[config.mk]
export PLATFORM = sky130hd
export DESIGN_NAME = plru_victim_sel
export DESIGN_NICKNAME = d
export VERILOG_FILES = /design/src/rtl/plru_pkg.sv /design/src/rtl/plru_ctrl.sv /design/src/rtl/plru_datapath.sv /design/src/rtl/plru_victim_sel.sv
export SDC_FILE = /design/constraint.sdc
export NUM_CORES = 1
export LEC_CHECK = 0
export BUFFER_PORTS_ARGS = -buffer_cell sky130_fd_sc_hd__buf_2
export CAP_MARGIN = 20
export CORE_AREA = 2 2 122 100
export DETAILED_ROUTE_END_ITERATION = 10
export DIE_AREA = 0 0 124 102
export PLACE_DENSITY = 0.7
export SLEW_MARGIN = 20
export SYNTH_ARGS = -nofsm -noshare
export SYNTH_HDL_FRONTEND = slang
export SYNTH_SLANG_ARGS = --single-unit
[constraint.sdc]
create_clock -name clk -period 5.64 [get_ports clk]
set_clock_uncertainty 0.1 [all_clocks]
set_input_delay 0.282 -clock clk [delete_from_list [all_inputs] [get_ports clk]]
set_output_delay 0.282 -clock clk [all_outputs]
set_load 0.01 [all_outputs]
[src/rtl/plru_pkg.sv]
package plru_pkg;
  // strobes from control to the node store
  typedef struct packed {
    logic clear;  // wipe every set
    logic write;  // merge path bits into the addressed set
  } plruStrobe_t;
endpackage

[src/rtl/plru_ctrl.sv]
module plru_ctrl
  import plru_pkg::*;
#(
  parameter int WAYS = 8,
  localparam int LVLS = $clog2(WAYS),
  localparam int NODES = WAYS - 1
) (
  input  logic             rst,
  input  logic             accValid,
  input  logic [LVLS-1:0]  accWay,
  output plruStrobe_t      strobe,
  output logic [NODES-1:0] nodeMask,
  output logic [NODES-1:0] nodeVal
);
  logic [LVLS-1:0] idx;

  always_comb begin
    strobe.clear = rst;
    strobe.write = accValid & ~rst;
  end

  // one node per level lies on the path; it is set to point away from accWay
  always_comb begin
    nodeMask = '0;
    nodeVal  = '0;
    idx      = '0;
    for (int l = 0; l < LVLS; l++) begin
      idx = LVLS'((1 << l) - 1) + LVLS'(accWay >> (LVLS - l));
      nodeMask[idx] = 1'b1;
      nodeVal[idx]  = ~accWay[LVLS-1-l];
    end
  end
endmodule

[src/rtl/plru_datapath.sv]
module plru_datapath
  import plru_pkg::*;
#(
  parameter int WAYS = 8,
  parameter int SETS = 16,
  localparam int LVLS = $clog2(WAYS),
  localparam int NODES = WAYS - 1,
  localparam int SETW = $clog2(SETS)
) (
  input  logic             clk,
  input  plruStrobe_t      strobe,
  input  logic [SETW-1:0]  accSet,
  input  logic [NODES-1:0] nodeMask,
  input  logic [NODES-1:0] nodeVal,
  input  logic [SETW-1:0]  vicSet,
  output logic [LVLS-1:0]  vicWay
);
  logic [NODES-1:0] treeMem [SETS];
  logic [NODES-1:0] rowSel;
  logic [LVLS:0]    node;

  always_ff @(posedge clk) begin
    if (strobe.clear) begin
      for (int s = 0; s < SETS; s++) treeMem[s] <= '0;
    end else if (strobe.write) begin
      treeMem[accSet] <= (treeMem[accSet] & ~nodeMask) | (nodeVal & nodeMask);
    end
  end

  assign rowSel = treeMem[vicSet];

  // walk the older pointers from the root down to a leaf
  always_comb begin
    node   = '0;
    vicWay = '0;
    for (int l = 0; l < LVLS; l++) begin
      vicWay[LVLS-1-l] = rowSel[node[LVLS-1:0]];
      node = (node << 1) + (LVLS+1)'(1) + (LVLS+1)'(rowSel[node[LVLS-1:0]]);
    end
  end
endmodule

[src/rtl/plru_victim_sel.sv]
module plru_victim_sel
  import plru_pkg::*;
#(
  parameter int WAYS = 8,
  parameter int SETS = 16,
  localparam int LVLS = $clog2(WAYS),
  localparam int NODES = WAYS - 1,
  localparam int SETW = $clog2(SETS)
) (
  input  logic            clk,
  input  logic            rst,
  input  logic            accValid,
  input  logic [SETW-1:0] accSet,
  input  logic [LVLS-1:0] accWay,
  input  logic [SETW-1:0] vicSet,
  output logic [LVLS-1:0] vicWay
);
  plruStrobe_t      strobe;
  logic [NODES-1:0] nodeMask;
  logic [NODES-1:0] nodeVal;

  plru_ctrl #(.WAYS(WAYS)) u_ctrl (
    .rst(rst), .accValid(accValid), .accWay(accWay),
    .strobe(strobe), .nodeMask(nodeMask), .nodeVal(nodeVal)
  );

  plru_datapath #(.WAYS(WAYS), .SETS(SETS)) u_dp (
    .clk(clk), .strobe(strobe), .accSet(accSet),
    .nodeMask(nodeMask), .nodeVal(nodeVal),
    .vicSet(vicSet), .vicWay(vicWay)
  );
endmodule

---- Word-level counts from Yosys, hierarchy flattened ----
Memories as Yosys holds them, arrays and structs flattened.
Cells that the tools add are included.
W data, S select, Z words.
storage, ports and cells
  bits in registers ....................... 0
  memory bits (writable) .................. 112
  input port bits ......................... 14
  output and inout port bits .............. 3
  word-level logic and storage cells ...... 43
  memories kept ........................... 1
memory list
  memory        depth  width  read ports  clocked after memory_dff  wr ports  line                 text
  u_dp.treeMem  16     7      2           0                         16        plru_datapath.sv:18  logic [NODES-1:0] treeMem [SETS];
cells by class
  $add $sub $neg .......................... 5
  magnitude comparators ................... 6
  multiplexer cells ....................... 18
  bitwise gates (word level) .............. 10
  reductions and logical operators ........ 3
operators with widths
  kind                   count
  $lt A3 B4 Y1 const B   4
  $and A7 B7 Y7          2
  $bwmux W7              2
  $or A7 B7 Y7           2
  $mux W1                10
  $mux W7                1
  $not A7 Y7             1
  $reduce_or A7 Y1       1
  $bmux W1 S3            2
  $demux W1 S3           2
  $ge A3 B1 Y1 const B   2
  $add A1 B1 Y2 const A  2
  $mux W4                1
  $not A1 Y1             4
  $add A2 B2 Y3 const A  1
  $add A3 B1 Y3          1
  $add A3 B1 Y3 const B  1
  $logic_and A1 B1 Y1    2
  $and A1 B1 Y1          1

---- Logic depth before layout (Yosys ltp) ----
  depth in word-level cells ............... 10
  mapped depth ............................ 11

---- By module ----
Synthesis repeated with hierarchy kept, for this count alone.
second synthesis, totals
  cell total of the unflattened synthesis .. 440
  area, all modules ....................... 6317.3 um^2
modules (own cells, without submodules)
  module         times used  cells an instance  area each (um^2)  sequential area each (um^2)
  plru_datapath  1           417                6145.9            3363.2
  plru_ctrl      1           23                 171.4             0.0

---- Least setup slack after synthesis ----
Ideal clock, no wire load.
  kind .................................... input to output
  start point ............................. input vicSet[0]
  end point ............................... output vicWay[0]
  arrival time ............................ 2845 ps
  path slack .............................. 2413 ps
  cell stages on the path ................. 11
  cell sequence ........................... buf_6 > mux4_1 > a22oi_1 > and3_1 > buf_2 > mux2_2 > ha_1 > inv_1 > o311ai_0 > o32ai_1 > a221oi_2
on the way
  word-level cells in the longest chain between the ends .. 7
  elaborated cells between the ends (all ways) .. 8
  those cells by class .................... add/sub (3); mux (4); memory (1)
ends and longest elaborated chain
  element                          line                   text
  start: declaration               plru_victim_sel.sv:15  input logic [SETW-1:0] vicSet,
  $mem_v2 Z16 W7 *                 -
  $add A1 B1 Y2                    plru_datapath.sv:38    node = (node << 1) + (LVLS+1)'(1) + (LVLS+1)'(rowSel[node[LVLS-1:0]]);
  $bmux W1 S3                      plru_datapath.sv:38
  $mux W1 (implied by the code)    plru_datapath.sv:38
  $add A3 B1 Y3                    plru_datapath.sv:38
  $bmux W1 S3 *                    plru_datapath.sv:37    vicWay[LVLS-1-l] = rowSel[node[LVLS-1:0]];
  $mux W1 (implied by the code) *  plru_datapath.sv:37
  end: declaration                 plru_victim_sel.sv:16  output logic [LVLS-1:0] vicWay
Every way passes the cells marked *; elsewhere a longest branch is shown, timed or not. The select of a mux whose other input is x is not followed.

---- Worst setup path after layout ----
Ends and elaborated chain as after synthesis.

==> summary.txt <==
EDFF count, synth: 112
Crit-path slowest cell: mux4_1
Hold_sp: accWay[2]
CP Cell Sequence: buf_2 > buf_4 > mux4_1 > nand2_1 > and3_1 > mux2_2 > ha_1 > inv_1 > o311ai_0 > o32ai_1 > a221oi_2 > buf_2
Port Buffers: 16
Commonest cells post-synth: nor2_1 (114), edfxtp_1 (112), mux4_2 (36), mux4_1 (24), nand2_1 (17)
Worst reg2reg setup slack: 3.10 ns
Largest net degree at the start of global routing: 29
R2R cell count: 4
Delay of the slowest critical-path stage: 0.58 ns
Largest regs: u_dp.treeMem x112
Nets: 429
Drt pass-1 iters: 5
Die Y: 102 µm
Syn avg cell area: 15.2 µm²
CTS tree: yes
Max-cap violations: 0
DIE WIDTH: 124 µm
Final Hold Viols: 0
# clock sinks: 112
Final ANT Viol Nets: 0
RR Endpoint: u_dp.treeMem[3][2]$_SDFFCE_PN0P_
Largest register by flop count: u_dp.treeMem
Via Count: 3762
Switch share: 25.5%
CP top delay family: multiplexers
Sequential fraction of the synthesis area: 54.9%
RSZ-0062 raised after global routing: no
Post-synthesis cell type count: 34
Final Max Tran Viols: 0
Measured slew at the worst slew-check pin: 0.807 ns
Post-DP HPWL: 10.4 mm
RePlAce Congestion: 0.853
Layout area overhead: 6.76%
Most used cell, CP: buf_2
Core area: 11400 µm²
FF+latch count, synth: 112
Status: finished clean
Worst Hold Path EP: u_dp.treeMem[9][0]$_SDFFCE_PN0P_
Vias in the first global route: 3801
Share of layout cells above drive strength 1: 20.3%
Synth Net Count: 424
Starting Density: 53.8%
H-tree depth: 3
Fill count: 909
DRC viols: 0
Ys Warns: 0
IO Count: 17
DR vias/cell: 6.69
Arr. time, crit path: 3.59 ns
WP depth: 12
Hold Crit Depth: 5
1st-iter DRT viols: 477
Buf/Inv on CP: 4
Switch Pwr: 0.000483 W
Hold-fix buffers, CTS: 0
Area leader, netlist: edfxtp_1
DP Area: 6240 µm²
First-pass GRT wire length: 23.5 mm
Initial antenna violation count: 0
PostCTS Resize Cnt: 0
Worst-Skew Late Latency: 0.35 ns
Period utilisation layout: 70.4%
Count leader, synth: nor2_1
Post-route cell area: 6540 µm²
Clock power share: 34.5%
Largest fanout on the critical path: 15
Row cnt: 35
CP startpoint kind: input port
Clock transition at the registers of the reported paths: 0.08 ns
Routed len/inst: 27.0 µm
CP required: 5.26 ns
Clock tree buffer depth: 2
Global Route Usage Sum: 26.6%
Final worst path period need: 3.97 ns
Die Area: 12600 µm²
Largest register FFs: 112
Power Dens Cells: 289 nW/µm²
Leak Pwr: 2.31 nW
Final TNS setup: 0 ns
Synthesized cell area: 6130 µm²
Cts bufs inserted: 9
Hold WC Path Type: input port to flop
Gate Count Post-Synth: 404
Root buf cell: clkbuf_16
Synth area leaders: edfxtp_1 (55%), mux4_2 (13%), mux4_1 (10%)
Ant diodes: 0
Ys flop type: edfxtp_1
GRT overflow: 0
Final setup fails: 0
Post CTS Setup Buffer Count: 0
Crit Path Category: input port to output pin
RR Startpoint: u_dp.treeMem[3][2]$_SDFFCE_PN0P_
Final core utilization: 57.5%
Post-synth top area share: 54.9%
Comb power frac: 14.3%
VDD IR-drop max: 166 µV
Max_slew headroom: 45.5%
Peak Freq: 252 MHz
FFs w/ async S/R, synth: 0%
Int Pwr: 0.00141 W
Routed wire length: 15.2 mm
Reg power frac: 51.2%
Crit. End Element: output pin
[placed cells by master (no fill, tap or decap), drive strengths merged]
cell      count
nor2b         4
inv           8
a21oi         2
and3          3
mux4         60
nor4b         1
bufinv        1
clkinv        3
nand2b       16
buf          20
o311ai        1
and4b         1
mux2          4
mux2i        10
o21ai         2
nand2        17
nor2        114
o22ai         1
ha            6
a221oi        1
a2111oi       1
nor3          1
nand3         8
nor4bb        2
o32ai         1
a22oi         3
edfxtp      112
clkbuf        9
clkinvlp      2
[power by group through the flow]
stage	combinational, W	sequential, W	clock (W)
floorplan	0.000202	0.000975	0
global placement	0.000259	0.000983	0
detailed placement	0.000266	0.000985	0
CTS	0.000267	0.000967	0.000657
global route	0.000286	0.000971	0.000683
finish	0.000270	0.000967	0.000653
[kinds of logic after synthesis]
| logic type | synth area share [%] |
|---|---|
| buffers and inverters | 3.47 |
| AND/OR/NAND/NOR | 11.7 |
| flip-flops | 54.9 |
| multiplexers | 27.1 |
| adder cells (fa/ha/maj) | 1.22 |
| AO/OA/AOI/OAI | 1.57 |
[metal layers]
layer  vias to the layer above  wire length (µm)  GRT usage, %
met4                         0               446          11.1
met1                      1946              6080          36.2
li1                       1581                 -             -
met3                        28              1680          9.65
met2                       207              6970          39.2
met5                         -                 0             0
[worst max-delay path by stage]
stage / start / to
final: vicSet[0] / vicWay[0]
after global routing: vicSet[0] / vicWay[0]
after CTS: vicSet[0] / vicWay[0]
after floorplan: vicSet[0] / vicWay[0]
after global placement: vicSet[0] / vicWay[0]
after detailed placement: vicSet[0] / vicWay[0]
[metrics by stage]
| stage | std cells | power, W | hold WS [ns] | worst slack (ns) |
|---|---|---|---|---|
| 3_5_place_dp | 546 | 0.00125 | 0.836 | 1.68 |
| 6_report | 562 | 0.00189 | 0.487 | 1.67 |
| 2_1_floorplan | 404 | 0.00118 | 0.551 | 2.41 |
| 3_3_place_gp | 546 | 0.00124 | 0.828 | 1.76 |
| 4_1_cts | 562 | 0.00189 | 0.467 | 1.68 |
| 5_1_grt | 562 | 0.00194 | 0.509 | 1.48 |
[area by class of cell]
class	count	area, µm²	area share, %
Sequential cell	112	3360	51.4
Clock inverter	7	80.1	1.22
Inverter	7	26.3	0.402
Clock buffer	9	225	3.44
Timing Repair Buffer	20	110	1.68
Tap cell	148	185	2.83
Multi-Input combinational cell	259	2550	39.0
[worst reg2reg max path, cell delays in order (launching register included)]
cell      delay (ns)
edfxtp_1        0.43
mux4_2          0.54
mux4_2          0.50
mux2i_4         0.59
nor2_1          0.10
Note: power is estimated with default switching activity, not from simulation.
